File: src/rtl/kp_pkg.sv
package kp_pkg;

  localparam int KP_ROWS  = 4;
  localparam int KP_COLS  = 4;
  localparam int KP_KEYS  = KP_ROWS * KP_COLS;
  localparam int KP_IDX_W = $clog2(KP_KEYS);
  localparam int KP_RIDX_W = $clog2(KP_ROWS);
  localparam int KP_CIDX_W = $clog2(KP_COLS);

  typedef enum logic [2:0] {
    ST_OPEN_WAIT,
    ST_OPEN_DB,
    ST_CLOSE_WAIT,
    ST_CLOSE_DB,
    ST_SCAN,
    ST_EMIT
  } kp_state_e;

  // lowest column position that reads low
  function automatic logic [KP_CIDX_W-1:0] lowest_low(input logic [KP_COLS-1:0] c);
    logic [KP_CIDX_W-1:0] pos;
    pos = '0;
    for (int i = KP_COLS - 1; i >= 0; i--) begin
      if (!c[i]) pos = KP_CIDX_W'(i);
    end
    return pos;
  endfunction

  // hexadecimal digit to ASCII character
  function automatic logic [7:0] hex_char(input logic [KP_IDX_W-1:0] idx);
    logic [7:0] wide;
    wide = 8'(idx);
    return (wide < 8'd10) ? (8'h30 + wide) : (8'h37 + wide);
  endfunction

endpackage

File: src/rtl/kp_sync.sv
module kp_sync #(
  parameter int WIDTH  = 4,
  parameter int STAGES = 2
) (
  input  logic             clk,
  input  logic             rst,
  input  logic [WIDTH-1:0] d_i,
  output logic [WIDTH-1:0] q_o
);

  logic [WIDTH-1:0] chain [STAGES];

  generate
    for (genvar s = 0; s < STAGES; s++) begin : g_stage
      if (s == 0) begin : g_first
        always_ff @(posedge clk) begin
          if (rst) chain[s] <= '1;
          else     chain[s] <= d_i;
        end
      end else begin : g_next
        always_ff @(posedge clk) begin
          if (rst) chain[s] <= '1;
          else     chain[s] <= chain[s-1];
        end
      end
    end
  endgenerate

  assign q_o = chain[STAGES-1];

endmodule

File: src/rtl/kp_timer.sv
module kp_timer #(
  parameter int WIDTH = 8
) (
  input  logic             clk,
  input  logic             rst,
  input  logic             load_i,
  input  logic [WIDTH-1:0] val_i,
  output logic             done_o
);

  logic [WIDTH-1:0] cnt;

  always_ff @(posedge clk) begin
    if (rst)                cnt <= '0;
    else if (load_i)        cnt <= val_i;
    else if (cnt != '0)     cnt <= cnt - 1'b1;
  end

  assign done_o = (cnt == '0);

  AST_TIMER_NO_WRAP: assert property (@(posedge clk) disable iff (rst)
    (!load_i && cnt == '0) |=> (cnt == '0));

endmodule

File: src/rtl/kp_fsm.sv
module kp_fsm
  import kp_pkg::*;
#(
  parameter int DB_CYCLES     = 1000,
  parameter int SETTLE_CYCLES = 3,
  parameter int TW            = 10
) (
  input  logic                 clk,
  input  logic                 rst,
  input  logic [KP_COLS-1:0]   cols_i,
  input  logic                 tmr_done_i,
  output logic                 tmr_load_o,
  output logic [TW-1:0]        tmr_val_o,
  output logic [KP_ROWS-1:0]   rows_n_o,
  output logic                 fire_o,
  output logic [KP_IDX_W-1:0]  idx_o
);

  localparam logic [TW-1:0] DB_VAL     = TW'(DB_CYCLES);
  localparam logic [TW-1:0] SETTLE_VAL = TW'(SETTLE_CYCLES);
  localparam logic [KP_ROWS-1:0] FIRST_ROW = ~KP_ROWS'(1);

  kp_state_e               state, nxt;
  logic [KP_ROWS-1:0]      rows_q, rows_nxt;
  logic [KP_RIDX_W-1:0]    ridx_q, ridx_nxt;
  logic [KP_IDX_W-1:0]     idx_q, idx_nxt;
  logic                    fire_q, fire_nxt;
  logic                    all_open;

  assign all_open = &cols_i;

  always_comb begin
    nxt        = state;
    rows_nxt   = rows_q;
    ridx_nxt   = ridx_q;
    idx_nxt    = idx_q;
    fire_nxt   = 1'b0;
    tmr_load_o = 1'b0;
    tmr_val_o  = DB_VAL;
    case (state)
      ST_OPEN_WAIT: begin
        rows_nxt = '0;
        if (all_open) begin
          tmr_load_o = 1'b1;
          nxt        = ST_OPEN_DB;
        end
      end
      ST_OPEN_DB: begin
        if (tmr_done_i) nxt = all_open ? ST_CLOSE_WAIT : ST_OPEN_WAIT;
      end
      ST_CLOSE_WAIT: begin
        if (!all_open) begin
          tmr_load_o = 1'b1;
          nxt        = ST_CLOSE_DB;
        end
      end
      ST_CLOSE_DB: begin
        if (tmr_done_i) begin
          if (all_open) begin
            nxt = ST_CLOSE_WAIT;
          end else begin
            rows_nxt   = FIRST_ROW;
            ridx_nxt   = '0;
            tmr_load_o = 1'b1;
            tmr_val_o  = SETTLE_VAL;
            nxt        = ST_SCAN;
          end
        end
      end
      ST_SCAN: begin
        if (tmr_done_i) begin
          if (!all_open) begin
            idx_nxt  = KP_IDX_W'(ridx_q) * KP_IDX_W'(KP_COLS) + KP_IDX_W'(lowest_low(cols_i));
            fire_nxt = 1'b1;
            rows_nxt = '0;
            nxt      = ST_EMIT;
          end else if (ridx_q == KP_RIDX_W'(KP_ROWS - 1)) begin
            rows_nxt = '0;
            nxt      = ST_CLOSE_WAIT;
          end else begin
            rows_nxt   = {rows_q[KP_ROWS-2:0], rows_q[KP_ROWS-1]};
            ridx_nxt   = ridx_q + 1'b1;
            tmr_load_o = 1'b1;
            tmr_val_o  = SETTLE_VAL;
          end
        end
      end
      ST_EMIT: begin
        rows_nxt = '0;
        nxt      = ST_OPEN_WAIT;
      end
      default: begin
        rows_nxt = '0;
        nxt      = ST_OPEN_WAIT;
      end
    endcase
  end

  always_ff @(posedge clk) begin
    if (rst) begin
      state  <= ST_OPEN_WAIT;
      rows_q <= '0;
      ridx_q <= '0;
      idx_q  <= '0;
      fire_q <= 1'b0;
    end else begin
      state  <= nxt;
      rows_q <= rows_nxt;
      ridx_q <= ridx_nxt;
      idx_q  <= idx_nxt;
      fire_q <= fire_nxt;
    end
  end

  assign rows_n_o = rows_q;
  assign fire_o   = fire_q;
  assign idx_o    = idx_q;

  AST_ROW_SHAPE: assert property (@(posedge clk) disable iff (rst)
    (rows_q == '0) || ($countones(~rows_q) == 1));

  AST_SCAN_STARTS_ROW0: assert property (@(posedge clk) disable iff (rst)
    (state == ST_CLOSE_DB && nxt == ST_SCAN) |=> (rows_q == FIRST_ROW));

  AST_EMIT_TO_RELEASE: assert property (@(posedge clk) disable iff (rst)
    (state == ST_EMIT) |=> (state == ST_OPEN_WAIT && rows_q == '0));

endmodule

File: src/rtl/kp_encoder.sv
module kp_encoder
  import kp_pkg::*;
(
  input  logic                clk,
  input  logic                rst,
  input  logic                fire_i,
  input  logic [KP_IDX_W-1:0] idx_i,
  output logic                valid_o,
  output logic [7:0]          code_o
);

  always_ff @(posedge clk) begin
    if (rst) begin
      valid_o <= 1'b0;
      code_o  <= 8'h00;
    end else begin
      valid_o <= fire_i;
      if (fire_i) code_o <= hex_char(idx_i);
    end
  end

  AST_VALID_PULSE: assert property (@(posedge clk) disable iff (rst)
    valid_o |=> !valid_o);

  AST_CODE_SET: assert property (@(posedge clk) disable iff (rst)
    valid_o |-> ((code_o >= 8'h30 && code_o <= 8'h39) ||
                 (code_o >= 8'h41 && code_o <= 8'h46)));

endmodule

File: src/rtl/keypad_scanner.sv
module keypad_scanner
  import kp_pkg::*;
#(
  parameter int DEBOUNCE_CYCLES = 1000,
  parameter int SYNC_STAGES     = 2
) (
  input  logic       clk,
  input  logic       rst,
  output logic [3:0] row_n_o,
  input  logic [3:0] col_n_i,
  output logic       key_valid_o,
  output logic [7:0] key_code_o
);

  localparam int SETTLE = SYNC_STAGES + 1;
  localparam int TW     = $clog2(DEBOUNCE_CYCLES + SETTLE + 2);

  logic [KP_COLS-1:0]  cols_s;
  logic                tmr_load, tmr_done, fire;
  logic [TW-1:0]       tmr_val;
  logic [KP_IDX_W-1:0] idx;

  kp_sync #(.WIDTH(KP_COLS), .STAGES(SYNC_STAGES)) sync_i (
    .clk(clk), .rst(rst), .d_i(col_n_i), .q_o(cols_s)
  );

  kp_timer #(.WIDTH(TW)) timer_i (
    .clk(clk), .rst(rst), .load_i(tmr_load), .val_i(tmr_val), .done_o(tmr_done)
  );

  kp_fsm #(.DB_CYCLES(DEBOUNCE_CYCLES), .SETTLE_CYCLES(SETTLE), .TW(TW)) fsm_i (
    .clk(clk), .rst(rst), .cols_i(cols_s), .tmr_done_i(tmr_done),
    .tmr_load_o(tmr_load), .tmr_val_o(tmr_val), .rows_n_o(row_n_o),
    .fire_o(fire), .idx_o(idx)
  );

  kp_encoder enc_i (
    .clk(clk), .rst(rst), .fire_i(fire), .idx_i(idx),
    .valid_o(key_valid_o), .code_o(key_code_o)
  );

endmodule

File: config.mk
export PLATFORM = sky130hd
export DESIGN_NAME = keypad_scanner
export DESIGN_NICKNAME = d
export VERILOG_FILES = /design/src/rtl/kp_pkg.sv /design/src/rtl/kp_sync.sv /design/src/rtl/kp_timer.sv /design/src/rtl/kp_fsm.sv /design/src/rtl/kp_encoder.sv /design/src/rtl/keypad_scanner.sv
export SDC_FILE = /design/constraint.sdc
export NUM_CORES = 1
export LEC_CHECK = 0
export BUFFER_PORTS_ARGS = -buffer_cell sky130_fd_sc_hd__buf_2
export CORE_MARGIN = 5
export CORE_UTILIZATION = 60
export CTS_BUF_LIST = sky130_fd_sc_hd__clkbuf_8
export CTS_CLUSTER_DIAMETER = 40
export DETAILED_ROUTE_END_ITERATION = 12
export PLACE_DENSITY = 0.81
export SLEW_MARGIN = 10
export SYNTH_ARGS = -nofsm -noshare
export SYNTH_HDL_FRONTEND = slang
export SYNTH_SLANG_ARGS = --single-unit
export TNS_END_PERCENT = 50
File: constraint.sdc
create_clock -name clk -period 4.2 [get_ports clk]
set_clock_uncertainty 0.2 [all_clocks]
set_input_delay 0 -clock clk [delete_from_list [all_inputs] [get_ports clk]]
set_output_delay 0 -clock clk [all_outputs]
set_load 0.03 [all_outputs]
Word-level counts from Yosys, hierarchy flattened
Memories as Yosys holds them, arrays and structs flattened.
Cells that the tools add are included.

storage, ports and cells
  bits in registers = 33
  memory bits (writable) = 8
  output and inout bits = 13
  logic and storage cells = 96
  memories kept = 1

cells by class
  $add $sub $neg = 5
  magnitude comparators = 1
  equality and inequality tests = 14
  multiplexer cells = 50
  bitwise operators = 5
  reduce and logical (&&, ||, !) cells = 12

memory list
  memory        words  width  read ports  clocked after memory_dff  wr ports  RTL line       source
  sync_i.chain  2      4      2           0                         2         kp_sync.sv:11  logic [WIDTH-1:0] chain [STAGES];

operators with widths
  cell                     count
  $mux W10                 7
  $mux W4                  7
  $mux W2                  13
  $mux W3                  8
  $pmux W10 S2             1
  $pmux W3 S5              1
  $add A6 B4 Y7 const A    2
  $pmux W4 S3              1
  $reduce_and A6 Y1        2
  $logic_not A10 Y1        1
  $ne A2 B1 Y1 const B     5
  $reduce_bool A10 Y1      1
  $sub A10 B1 Y10 const B  1
  $mux W1                  9
  $mux W8                  1
  $reduce_and A4 Y1        2
  $eq A3 B2 Y1 const B     2
  $ne A2 B2 Y1 const B     3
  $add A4 B2 Y4            1
  $lt A4 B4 Y1 const B     1
  $pmux W1 S4              1
  $pmux W2 S2              1
  $reduce_bool A2 Y1       2
  $reduce_or A2 Y1         2
  other kinds (9)          12

Longest topological paths before layout
Gate-level depths: netlist of the first run.
An unclocked memory read counts as a cell.

  depth after elaboration = 9
  mapped depth = 7

By module
Synthesis of the first run repeated with hierarchy kept, for this count alone.

second synthesis, totals
  cells, all modules = 240
  area, all modules = 2089.5 um2

by module, submodules not included
  module      instances  cells an instance  area an instance (um2)
  kp_fsm      1          108                889.6
  kp_timer    1          73                 613.1
  kp_encoder  1          43                 376.6
  kp_sync     1          16                 210.2

Least setup slack after synthesis of the first run
OpenSTA, ideal clock, no wires.

  kind = register -> register
  start = register timer_i.cnt[0]
  end = register fsm_i.state[2]
  setup time = 0.121 ns
  arrival = 1.657 ns
  data required time = 3.879 ns
  setup slack = 2.222 ns
  stages on the path, launching flop included = 7
  path buffers = 0
  cell sequence = dfxtp_1 > inv_1 > ha_1 > nor3b_2 > a32oi_2 > a21oi_1 > mux2_2

on the way
  longest elaborated chain between the ends = 3
  elaborated cells on any way between the ends = 5
  those cells by class = eq/ne: 3; reduce/logical: 2

ends and longest elaborated chain
  what                                    RTL line        source
  start: declaration                      kp_timer.sv:11  logic [WIDTH-1:0] cnt;
  start signal: assignment                kp_timer.sv:15  else if (load_i) cnt <= val_i;
  start signal: assignment                kp_timer.sv:16  else if (cnt != '0) cnt <= cnt - 1'b1;
  $logic_not A10 Y1 (*)                   kp_timer.sv:19  assign done_o = (cnt == '0);
  $ne A2 B1 Y1 (no source line)           --
  $reduce_and A6 Y1 (no source line) (*)  --
  end signal: assignment                  kp_fsm.sv:107   state <= nxt;
  end: declaration                        kp_fsm.sv:23    kp_state_e state, nxt;

Mark *: on every way between the ends. The rest lies on a longest branch, timed or not.
A chain may end at the register's enable or synchronous reset.

Worst setup path after layout of the first run
  start = register timer_i.cnt[1]
  end = register fsm_i.ridx_q[0]

on the way
  longest elaborated chain between the ends = 3
  elaborated cells on any way between the ends = 4
  those cells by class = eq/ne: 2; reduce/logical: 2

ends and longest elaborated chain
  what                                    RTL line        source
  $logic_not A10 Y1 (*)                   kp_timer.sv:19
  $ne A2 B1 Y1 (no source line)           --
  $reduce_and A6 Y1 (no source line) (*)  --
  end signal: assignment                  kp_fsm.sv:109   ridx_q <= ridx_nxt;
  end: declaration                        kp_fsm.sv:25    logic [KP_RIDX_W-1:0] ridx_q, ridx_nxt;

Marks and branches as above.

==> out/metrics.cfg, run 1 <==
[critical_path]
crit_path_end_kind = flip-flop
timing.rr.start = timer_i.cnt[1]
critical_path.top_delay_family = simple AND/OR/NAND/NOR gates
endpoint = fsm_i.ridx_q[0]
cp-start-kind = flip-flop
arrival_ns = 2.34
cpPeakStageDelay_ns = 0.53
crit_required_ns = 4.23
cp_slowest_cell = nor3b_2
crit_cells = 6
crit_buf_inv = 1
rr_worst_depth = 6
worstSetupStartpoint = timer_i.cnt[1]
crit_type = flip-flop to flip-flop
r2r_slack_ns = 1.88
crit_fanout = 13
reg2reg_to = fsm_i.ridx_q[0]
crit_path_cell_trace = inv_1 > ha_1 > nor3b_2 > nand3_4 > or4_1 > a21oi_1

[yosys]
synth_common_cells = dfxtp_1 (40), a21oi_1 (20), o21ai_0 (15)
ys_types = 51
yosys.cell_count.top_type = dfxtp_1
synth.area.top_cells = dfxtp_1 (41%), a21oi_1 (5.2%), mux2i_1 (4.1%)
synthFlopType = dfxtp_1
synthArstFlopShare_pct = 0
synth-edff-count = 0
synth_fp_nets = 225
syn_inst = 216
synth_top_area_share_pct = 41.5
ys_seq_area_share_pct = 41.5
synth_seq_cells = 40
ys_warn_count = 0
yosysTopAreaCell = dfxtp_1
synth_area_um2 = 1930
syn_avg_cell_area_um2 = 8.94

[floorplan]
rows = 20
initial_utilization_pct = 62.8
die_h_um = 66.7
io-pin-count = 19
die_w_um = 66.7
core_um2 = 3080
dieArea_um2 = 4450

[sta]
tightestPinTransition_ns = 0.662
fmax_ghz = 0.431
tns_ns = 0
period_minus_slack_ns = 2.32
post-route-period-util_pct = 55.2
worst_slack_ns = 1.88
slew_headroom_pct = 54.6
setup_viol = 0
slew_viol_final = 0
hold_viol = 0
grt_setup_unrepaired = no

[cells_and_area]
fillers = 248
antennaDiodeCount = 0
drive_gt1_share_pct = 19.5
stdcell_count = 275
synthToLayoutAreaGrowth_pct = 10.7
multiInputGateArea_um2 = 1050
regArea_um2 = 801
final_net_count = 240

[grt]
gr-total-overflow = 0
grt_antenna_before_repair = 0
grt_max_degree = 41
grt.busiest_layer = met2
grt.met3_usage_pct = 5.73
grt.met2_usage_pct = 35.1
track_usage_pct = 19.6
grt_pass1_vias = 1572
grt_pass1_wl_um = 6700
met1_usage_pct = 21.6

[clock_tree]
cts.path.max_buffers = 2
worstSkewPairLatency_ns = 0.29
clk_pin_slew_ns = 0.08
clockRootBuffer = clkbuf_8
cts.htree.levels = 2
clkSinkCount = 40
cts_tree = built
cts_buffers = 5

[run]
maxCapViolCount = 0

[pwr]
leakage_nw = 0.807
power_density_nw_per_um2 = 579
ir_drop_mv = 0.365

[drt]
vias = 1588
drc = 0
drtPass1Iterations = 4
ant_nets = 0
drt_iter0_drc = 98
routedWlPerCell_um = 14.0
vias_per_cell = 5.77
routed_wl_um = 3850

[place]
pre_cts_slack_ns = 1.91
dp_cells = 264
globalplace.congestion = 0.837
portBuffers = 17
dp_hpwl_um = 2630

[hold_path]
hold_path_class = input port to flip-flop
hold_path.startpoint = rst

[outcome]
status = finished, final reports clean

registers in the layout (all words and copies together) (netlist names), 2 cells and up:
register	flops
timer_i.cnt	10
sync_i.chain	8
enc_i.code_o	7
fsm_i.idx_o	4
fsm_i.rows_n_o	4
fsm_i.state	3
fsm_i.ridx_q	2
worst register-to-register path, delay by kind of cell (launching register included):
kind	cells	cell delay, ns
AOI/OAI and AO/OA	1	0.14
adders and majority gates	1	0.20
buffers and inverters	1	0.09
DFF	1	0.32
and+or+nand+nor	3	1.30
cell type report:
type                    count  share of cell area (%)
multi-input cells         156                    49.1
clock buffers               5                    3.22
flip-flops and latches     40                    37.4
clock inverters             2                   0.585
repair buffers             21                    5.85
inverters                   7                    1.23
well taps                  44                    2.57
power breakdown:
group	internal, mW	switching (mW)
registers	0.439	0.0942
clock network	0.112	0.128
logic	0.206	0.259
total	0.758	0.481
logic make-up (layout without fill, tap and decap cells):
logic type      count (synthesis)  in the layout  synth area share, %
simple gates                   79             79                 25.6
flops                          40             40                 41.5
compound gates                 58             58                 18.7
fa+ha+maj                       3              3                 1.94
buf+inv                        20             35                 4.21
mux                            13             13                 7.06
xor+xnor                        2              2                0.907
other cells                     1              1                0.194
worst min-delay path by stage:
| stage | depth (start not counted) | to | slack [ns] |
|---|---|---|---|
| finish | 2 | enc_i.code_o[5] | 0.008 |
| global route | 2 | timer_i.cnt[3] | 0.06 |
| global placement | 2 | sync_i.chain[0][1] | -0.02 |
| floorplan | 1 | sync_i.chain[0][0] | -0.1 |
| detailed placement | 2 | sync_i.chain[0][1] | -0.01 |
| CTS | 2 | enc_i.code_o[5] | 0.008 |
routing by layer:
| metal | vias up | wire length [um] |
|---|---|---|
| li1 | 808 | - |
| met1 | 748 | 1700 |
| met2 | 25 | 1960 |
| met3 | 7 | 126 |
| met4 | 0 | 58 |
| met5 | - | 0 |
stage by stage:
step	hold WS, ns	util [%]	total power [mW]	cell area (um^2)
floorplan	-0.0962	-	0.916	1930
global placement	-0.0158	65.5	0.968	2020
detailed placement	-0.0144	65.5	1.00	2020
CTS	0.00758	69.5	1.24	2140
global route	0.0591	69.5	1.33	2140
finish	0.00758	69.5	1.24	2140
what timing repair did:
item                                   in CTS  in global routing
endpoints found under the hold margin       4                  0
resized for setup                           0                  0
buffers inserted                            0                  0
hold buffers                                4                  0
setup endpoints to repair                   0                  0
placed cells by master (no fill, tap or decap), types with 3 or more instances in the layout:
cell type / n
ha_1: 3
nor2b_1: 5
or3_1: 4
o211ai_1: 3
nor2_1: 13
nand2b_1: 7
dlygate4sd3_1: 4
mux2_2: 5
clkbuf_8: 5
nand2_1: 10
dfxtp_1: 40
a31oi_1: 6
buf_2: 17
mux2i_1: 8
or2_2: 8
inv_1: 7
o21ai_0: 15
a21oi_1: 20
nor3_1: 5
nand3_1: 6
Note: power is estimated with default switching activity, not from simulation.
==> run 2: changes to the inputs <==
--- a/config.mk
+++ b/config.mk
@@ -7,11 +7,11 @@
 export LEC_CHECK = 0
 export BUFFER_PORTS_ARGS = -buffer_cell sky130_fd_sc_hd__buf_2
 export CORE_MARGIN = 5
-export CORE_UTILIZATION = 60
+export CORE_UTILIZATION = 55
 export CTS_BUF_LIST = sky130_fd_sc_hd__clkbuf_8
 export CTS_CLUSTER_DIAMETER = 40
 export DETAILED_ROUTE_END_ITERATION = 12
-export PLACE_DENSITY = 0.81
+export PLACE_DENSITY = 0.78
 export SLEW_MARGIN = 10
 export SYNTH_ARGS = -nofsm -noshare
 export SYNTH_HDL_FRONTEND = slang
==> constraint.sdc (replaced) <==
create_clock -name clk -period 1.9 [get_ports clk]
set_clock_uncertainty 0.2 [all_clocks]
set_input_delay 0 -clock clk [delete_from_list [all_inputs] [get_ports clk]]
set_output_delay 0 -clock clk [all_outputs]
set_load 0.03 [all_outputs]
==> out/metrics.cfg, run 2 (same netlist as run 1, synthesis figures left out) <==
[outcome]
status = finished, final reports clean  ; unchanged

[clock_tree]
worstSkewPairLatency_ns = 0.30  ; was 0.29 ns
cts_tree = built  ; unchanged
cts.path.max_buffers = 2  ; unchanged
clkSinkCount = 40  ; unchanged
cts.htree.levels = 2  ; unchanged
clockRootBuffer = clkbuf_8  ; unchanged
cts_buffers = 5  ; unchanged
clk_pin_slew_ns = 0.08  ; about the same

[pwr]
ir_drop_mv = 0.614  ; was 0.365 mV
leakage_nw = 0.983  ; was 0.807 nW
power_density_nw_per_um2 = 1390  ; was 579 nW/um^2

[cells_and_area]
regArea_um2 = 805  ; was 801 um^2
finalInstanceArea_um2 = 2490  ; was 2140 um^2
fillers = 242  ; was 248
regMostFlops = timer_i.cnt  ; unchanged
final_common_cell = dfxtp_1  ; unchanged
largest_register_ffs = 10  ; unchanged
synthToLayoutAreaGrowth_pct = 28.7  ; was 10.7%
drive_gt1_share_pct = 34.5  ; was 19.5%
antennaDiodeCount = 0  ; unchanged
final_net_count = 269  ; was 240
multiInputGateArea_um2 = 1130  ; was 1050 um^2
largestRegisters = timer_i.cnt (10), sync_i.chain (8), enc_i.code_o (7)  ; unchanged
final_cell_mix = dfxtp_1 (37), buf_4 (28), a21oi_1 (18), buf_2 (17), nor2_1 (12)  ; was dfxtp_1 (40), a21oi_1 (20), buf_2 (17), o21ai_0 (15), nor2_1 (13)
stdcell_count = 307  ; was 275

[run]
maxCapViolCount = 0  ; unchanged

[drt]
routed_wl_um = 4170  ; was 3850 um
drt_iter0_drc = 161  ; was 98
routedWlPerCell_um = 13.6  ; was 14.0 um
drc = 0  ; unchanged
vias = 1717  ; was 1588
drtPass1Iterations = 4  ; unchanged
vias_per_cell = 5.59  ; was 5.77
ant_nets = 0  ; unchanged

[hold_path]
hold_path.startpoint = sync_i.chain[0][0]  ; was rst
hold_end = sync_i.chain[1][0]  ; was enc_i.code_o[5]
hold_path_class = flip-flop to flip-flop  ; was input port to flip-flop
worstHoldPathCells = 1  ; was 2

[critical_path]
rr_worst_depth = 6  ; unchanged
critical_path.top_delay_family = simple AND/OR/NAND/NOR gates  ; unchanged
worstSetupStartpoint = timer_i.cnt[1]  ; unchanged
crit_path_end_kind = flip-flop  ; unchanged
crit_fanout = 4  ; was 13
r2r_slack_ns = 0.03  ; was 1.88 ns
arrival_ns = 1.90  ; was 2.34 ns
cp-start-kind = flip-flop  ; unchanged
crit_buf_inv = 1  ; unchanged
crit_type = flip-flop to flip-flop  ; unchanged
cpPeakStageDelay_ns = 0.50  ; was 0.53 ns
cp_slowest_cell = or4_4  ; was nor3b_2
crit_path_cell_trace = inv_2 > ha_4 > nor3b_4 > nand3_4 > or4_4 > a21oi_2  ; was inv_1 > ha_1 > nor3b_2 > nand3_4 > or4_1 > a21oi_1
crit_required_ns = 1.93  ; was 4.23 ns
timing.rr.start = timer_i.cnt[1]  ; unchanged
reg2reg_to = fsm_i.ridx_q[0]  ; unchanged

[grt]
gr-total-overflow = 0  ; unchanged
grt_pass1_wl_um = 6940  ; was 6700 um
grt_pass1_vias = 1569  ; was 1572
grt_max_degree = 22  ; was 41
grt_antenna_before_repair = 0  ; unchanged
track_usage_pct = 17.4  ; was 19.6%

[sta]
hold_slack_ns = 0.211  ; was 0.00758 ns
period_minus_slack_ns = 1.87  ; was 2.32 ns
fmax_ghz = 0.534  ; was 0.431 GHz
grt_setup_unrepaired = yes  ; was no
post-route-period-util_pct = 98.6  ; was 55.2%
slew_viol_final = 0  ; unchanged
hold_viol = 0  ; unchanged
setup_viol = 0  ; unchanged

[floorplan]
initial_utilization_pct = 57.4  ; was 62.8%
die_h_um = 69.3  ; was 66.7 um
io-pin-count = 19  ; unchanged
core_um2 = 3360  ; was 3080 um^2
rows = 21  ; was 20
dieArea_um2 = 4800  ; was 4450 um^2
die_w_um = 69.3  ; was 66.7 um

[place]
dp_hpwl_um = 2770  ; was 2630 um
placed_area_um2 = 2190  ; was 2020 um^2
globalplace.congestion = 0.834  ; was 0.837
dp_cells = 288  ; was 264
portBuffers = 17  ; unchanged

-- run 2: worst max path at each step --
stage,end,slack (ns),cells past startpoint
global route,fsm_i.ridx_q[0],-0.04,6
finish,fsm_i.ridx_q[0],0.03,6
CTS,fsm_i.rows_n_o[2],0.005,3
global placement,fsm_i.rows_n_o[1],0.02,3
floorplan,fsm_i.ridx_q[0],0.01,5
detailed placement,fsm_i.ridx_q[0],-0.05,6
-- run 2: layout make-up --
class | instances | area share, %
Multi-Input combinational cell | 156 | 45.5
Sequential cell | 40 | 32.4
Timing Repair Buffer | 50 | 13.9
Clock buffer | 6 | 3.32
Tap cell | 46 | 2.32
Clock inverter | 2 | 1.56
Inverter | 7 | 1.06
-- run 2: through the flow --
stage	setup TNS [ns]	util, %	power, mW	setup slack, ns
floorplan	0	-	2.05	0.0135
finish	0	73.9	3.45	0.0268
detailed placement	-0.0760	65.1	2.46	-0.0458
global route	-0.142	73.9	3.67	-0.0389
global placement	0	65.1	2.43	0.0194
CTS	0	71.2	3.26	0.00489
-- run 2: what timing repair did --
action,4_1_cts,5_1_grt
hold buffers,5,0
endpoints found under the setup margin,7,15
endpoints found under the hold margin,13,0
buffers inserted,3,3
pin swaps,2,2
gates resized for setup,7,20
-- run 2: worst reg2reg max path, cell delays in order, from the launching register on --
cell	delay [ns]
dfxtp_2	0.33
inv_2	0.08
ha_4	0.14
nor3b_4	0.30
nand3_4	0.12
or4_4	0.50
a21oi_2	0.13
-- run 2: metal layers --
| metal | global-route usage, % | wire, um |
|---|---|---|
| met4 | 6.29 | 59 |
| met2 | 28.5 | 2060 |
| met3 | 4.49 | 207 |
| met1 | 22.0 | 1840 |
| met5 | 0 | 0 |
-- run 2: where the power goes --
part / internal (mW) / switching, mW
logic: 0.817 / 0.724
clock network: 0.429 / 0.299
registers: 0.977 / 0.208
total: 2.22 / 1.23
==> run 3: changes to the inputs <==
--- a/config.mk
+++ b/config.mk
@@ -11,7 +11,7 @@
 export CTS_BUF_LIST = sky130_fd_sc_hd__clkbuf_8
 export CTS_CLUSTER_DIAMETER = 40
 export DETAILED_ROUTE_END_ITERATION = 12
-export PLACE_DENSITY = 0.78
+export PLACE_DENSITY = 0.87
 export SLEW_MARGIN = 10
 export SYNTH_ARGS = -nofsm -noshare
 export SYNTH_HDL_FRONTEND = slang
==> out/metrics.cfg, run 3 (same netlist as run 1, synthesis figures left out) <==
[hold_path]
hold_end = sync_i.chain[1][1]  ; was sync_i.chain[1][0]
worstHoldPathCells = 1  ; unchanged
hold_path.startpoint = sync_i.chain[0][1]  ; was sync_i.chain[0][0]
hold_path_class = flip-flop to flip-flop  ; unchanged

[floorplan]
core_um2 = 3360  ; unchanged
initial_utilization_pct = 57.4  ; unchanged
io-pin-count = 19  ; unchanged
die_w_um = 69.3  ; unchanged
rows = 21  ; unchanged
die_h_um = 69.3  ; unchanged
dieArea_um2 = 4800  ; unchanged

[cells_and_area]
multiInputGateArea_um2 = 1130  ; about the same
synthToLayoutAreaGrowth_pct = 26.5  ; was 28.7%
finalInstanceArea_um2 = 2440  ; was 2490 um^2
largest_register_ffs = 10  ; unchanged
drive_gt1_share_pct = 32.0  ; was 34.5%
final_net_count = 264  ; was 269
fillers = 259  ; was 242
antennaDiodeCount = 0  ; unchanged
regArea_um2 = 805  ; unchanged
largestRegisters = timer_i.cnt (10), sync_i.chain (8), enc_i.code_o (7)  ; unchanged
final_util_pct = 72.7  ; was 73.9%
final_cell_mix = dfxtp_1 (37), buf_4 (23), a21oi_1 (19), buf_2 (17), o21ai_0 (15)  ; was dfxtp_1 (37), buf_4 (28), a21oi_1 (18), buf_2 (17), nor2_1 (12)
regMostFlops = timer_i.cnt  ; unchanged
final_common_cell = dfxtp_1  ; unchanged

[pwr]
ir_drop_mv = 0.587  ; was 0.614 mV
power_frac_comb_pct = 44.4  ; was 44.6%
power_density_nw_per_um2 = 1410  ; was 1390 nW/um^2
p_sw_share_pct = 36.6  ; was 35.6%
leakage_nw = 0.957  ; was 0.983 nW
p_sw_mw = 1.26  ; was 1.23 mW
intPower_mw = 2.19  ; was 2.22 mW
p_clk_share_pct = 21.3  ; was 21.1%
seqPwrFrac_pct = 34.2  ; was 34.3%

[drt]
routedWlPerCell_um = 15.0  ; was 13.6 um
vias_per_cell = 5.75  ; was 5.59
drc = 0  ; unchanged
routed_wl_um = 4540  ; was 4170 um
vias = 1736  ; was 1717
ant_nets = 0  ; unchanged
drt_iter0_drc = 154  ; was 161
drtPass1Iterations = 4  ; unchanged

[critical_path]
crit_path_cell_trace = inv_2 > ha_4 > nor3b_4 > a32oi_2 > buf_4 > o21ai_0 > a21oi_1  ; was inv_2 > ha_4 > nor3b_4 > nand3_4 > or4_4 > a21oi_2
timing.rr.start = timer_i.cnt[0]  ; was timer_i.cnt[1]
critical_path.top_delay_family = compound AO/OA/AOI/OAI gates  ; was simple AND/OR/NAND/NOR gates
arrival_ns = 1.86  ; was 1.90 ns
cpPeakStageDelay_ns = 0.35  ; was 0.50 ns
r2r_slack_ns = 0.02  ; was 0.03 ns
crit_fanout = 5  ; was 4
rr_worst_depth = 7  ; was 6
crit_buf_inv = 2  ; was 1
crit_type = flip-flop to flip-flop  ; unchanged
crit_path_end_kind = flip-flop  ; unchanged
cp_slowest_cell = dfxtp_2  ; was or4_4
cp-start-kind = flip-flop  ; unchanged
crit_required_ns = 1.88  ; was 1.93 ns
reg2reg_to = fsm_i.ridx_q[0]  ; unchanged

[clock_tree]
cts.path.max_buffers = 2  ; unchanged
cts.htree.levels = 2  ; unchanged
clk_pin_slew_ns = 0.08  ; about the same
clockRootBuffer = clkbuf_8  ; unchanged
cts_tree = built  ; unchanged
worstSkewPairLatency_ns = 0.30  ; about the same
cts_buffers = 5  ; unchanged
clkSinkCount = 40  ; unchanged

[place]
placed_area_um2 = 2180  ; was 2190 um^2
globalplace.congestion = 0.812  ; was 0.834
portBuffers = 17  ; unchanged
dp_hpwl_um = 2920  ; was 2770 um

[sta]
hold_viol = 0  ; unchanged
setup_viol = 0  ; unchanged
post-route-period-util_pct = 99.1  ; was 98.6%
period_minus_slack_ns = 1.88  ; was 1.87 ns
slew_viol_final = 0  ; unchanged
grt_setup_unrepaired = yes  ; unchanged
fmax_ghz = 0.531  ; was 0.534 GHz

[grt]
grt_pass1_vias = 1626  ; was 1569
grt_pass1_wl_um = 7420  ; was 6940 um
grt_max_degree = 23  ; was 22
grt_antenna_before_repair = 0  ; unchanged
track_usage_pct = 19.1  ; was 17.4%
gr-total-overflow = 0  ; unchanged

[run]
maxCapViolCount = 0  ; unchanged

[outcome]
status = finished, final reports clean  ; unchanged

[run 3: changes by cell type in the layout (fill, tap and decap cells not counted), sizes merged]
| cell | before | now |
|---|---|---|
| buf | 45 | 40 |
[run 3: worst reg2reg max path, cell delays in order (launching register included)]
cell     delay, ns
dfxtp_2       0.35
inv_2         0.08
ha_4          0.14
nor3b_4       0.30
a32oi_2       0.19
buf_4         0.21
o21ai_0       0.20
a21oi_1       0.09
[run 3: what timing repair did]
| action | CTS | global route |
|---|---|---|
| hold endpoints to repair | 14 | 0 |
| buffers inserted | 3 | 1 |
| resized for setup | 5 | 13 |
| endpoints found under the setup margin | 6 | 15 |
| pin swaps | 3 | 3 |
| hold buffers | 5 | 0 |
[run 3: worst max path at each step]
stage                     cells after the start             from  slack (ns)              end
after floorplan                               5  fsm_i.ridx_q[0]        0.01  fsm_i.ridx_q[0]
after global placement                        6   timer_i.cnt[0]        0.05  fsm_i.ridx_q[0]
after detailed placement                      6   timer_i.cnt[1]       -0.01  fsm_i.ridx_q[0]
after CTS                                     6   timer_i.cnt[0]       0.002  fsm_i.ridx_q[0]
after global routing                          7   timer_i.cnt[0]       -0.05  fsm_i.ridx_q[0]
final                                         7   timer_i.cnt[0]        0.02  fsm_i.ridx_q[0]
[run 3: power by group through the flow]
stage	combinational, mW	clock [mW]	sequential (mW)
global placement	1.23	0	1.16
floorplan	0.914	0	1.13
detailed placement	1.27	0	1.17
finish	1.53	0.736	1.18
global route	1.66	0.797	1.20
CTS	1.37	0.747	1.15
[run 3: area by class of cell]
| cell class | instances | area share (%) |
|---|---|---|
| clock buffer | 6 | 3.38 |
| clock inverter | 2 | 1.59 |
| inverter | 7 | 1.08 |
| multi-input combinational | 156 | 46.1 |
| sequential | 40 | 32.9 |
| tap | 46 | 2.36 |
| timing repair buffer | 45 | 12.6 |
[run 3: stage by stage]
| step | hold slack [ns] | setup slack [ns] | power (mW) | instances | TNS [ns] |
|---|---|---|---|---|---|
| 2_1_floorplan | -0.0962 | 0.0135 | 2.05 | 216 | 0 |
| 3_3_place_gp | -0.0183 | 0.0548 | 2.39 | 286 | 0 |
| 3_5_place_dp | -0.0139 | -0.0121 | 2.44 | 286 | -0.0121 |
| 4_1_cts | 0.209 | 0.00215 | 3.27 | 302 | 0 |
| 5_1_grt | 0.245 | -0.0550 | 3.66 | 302 | -0.121 |
| 6_report | 0.224 | 0.0165 | 3.45 | 302 | 0 |
[run 3: per-layer routing]
metal	track usage [%]	part of all wire (%)	up-vias
met1	22.1	41	832
li1	-	-	857
met5	0	0	-
met3	5.80	4.1	11
met2	32.1	52	36
met4	8.46	2.2	0
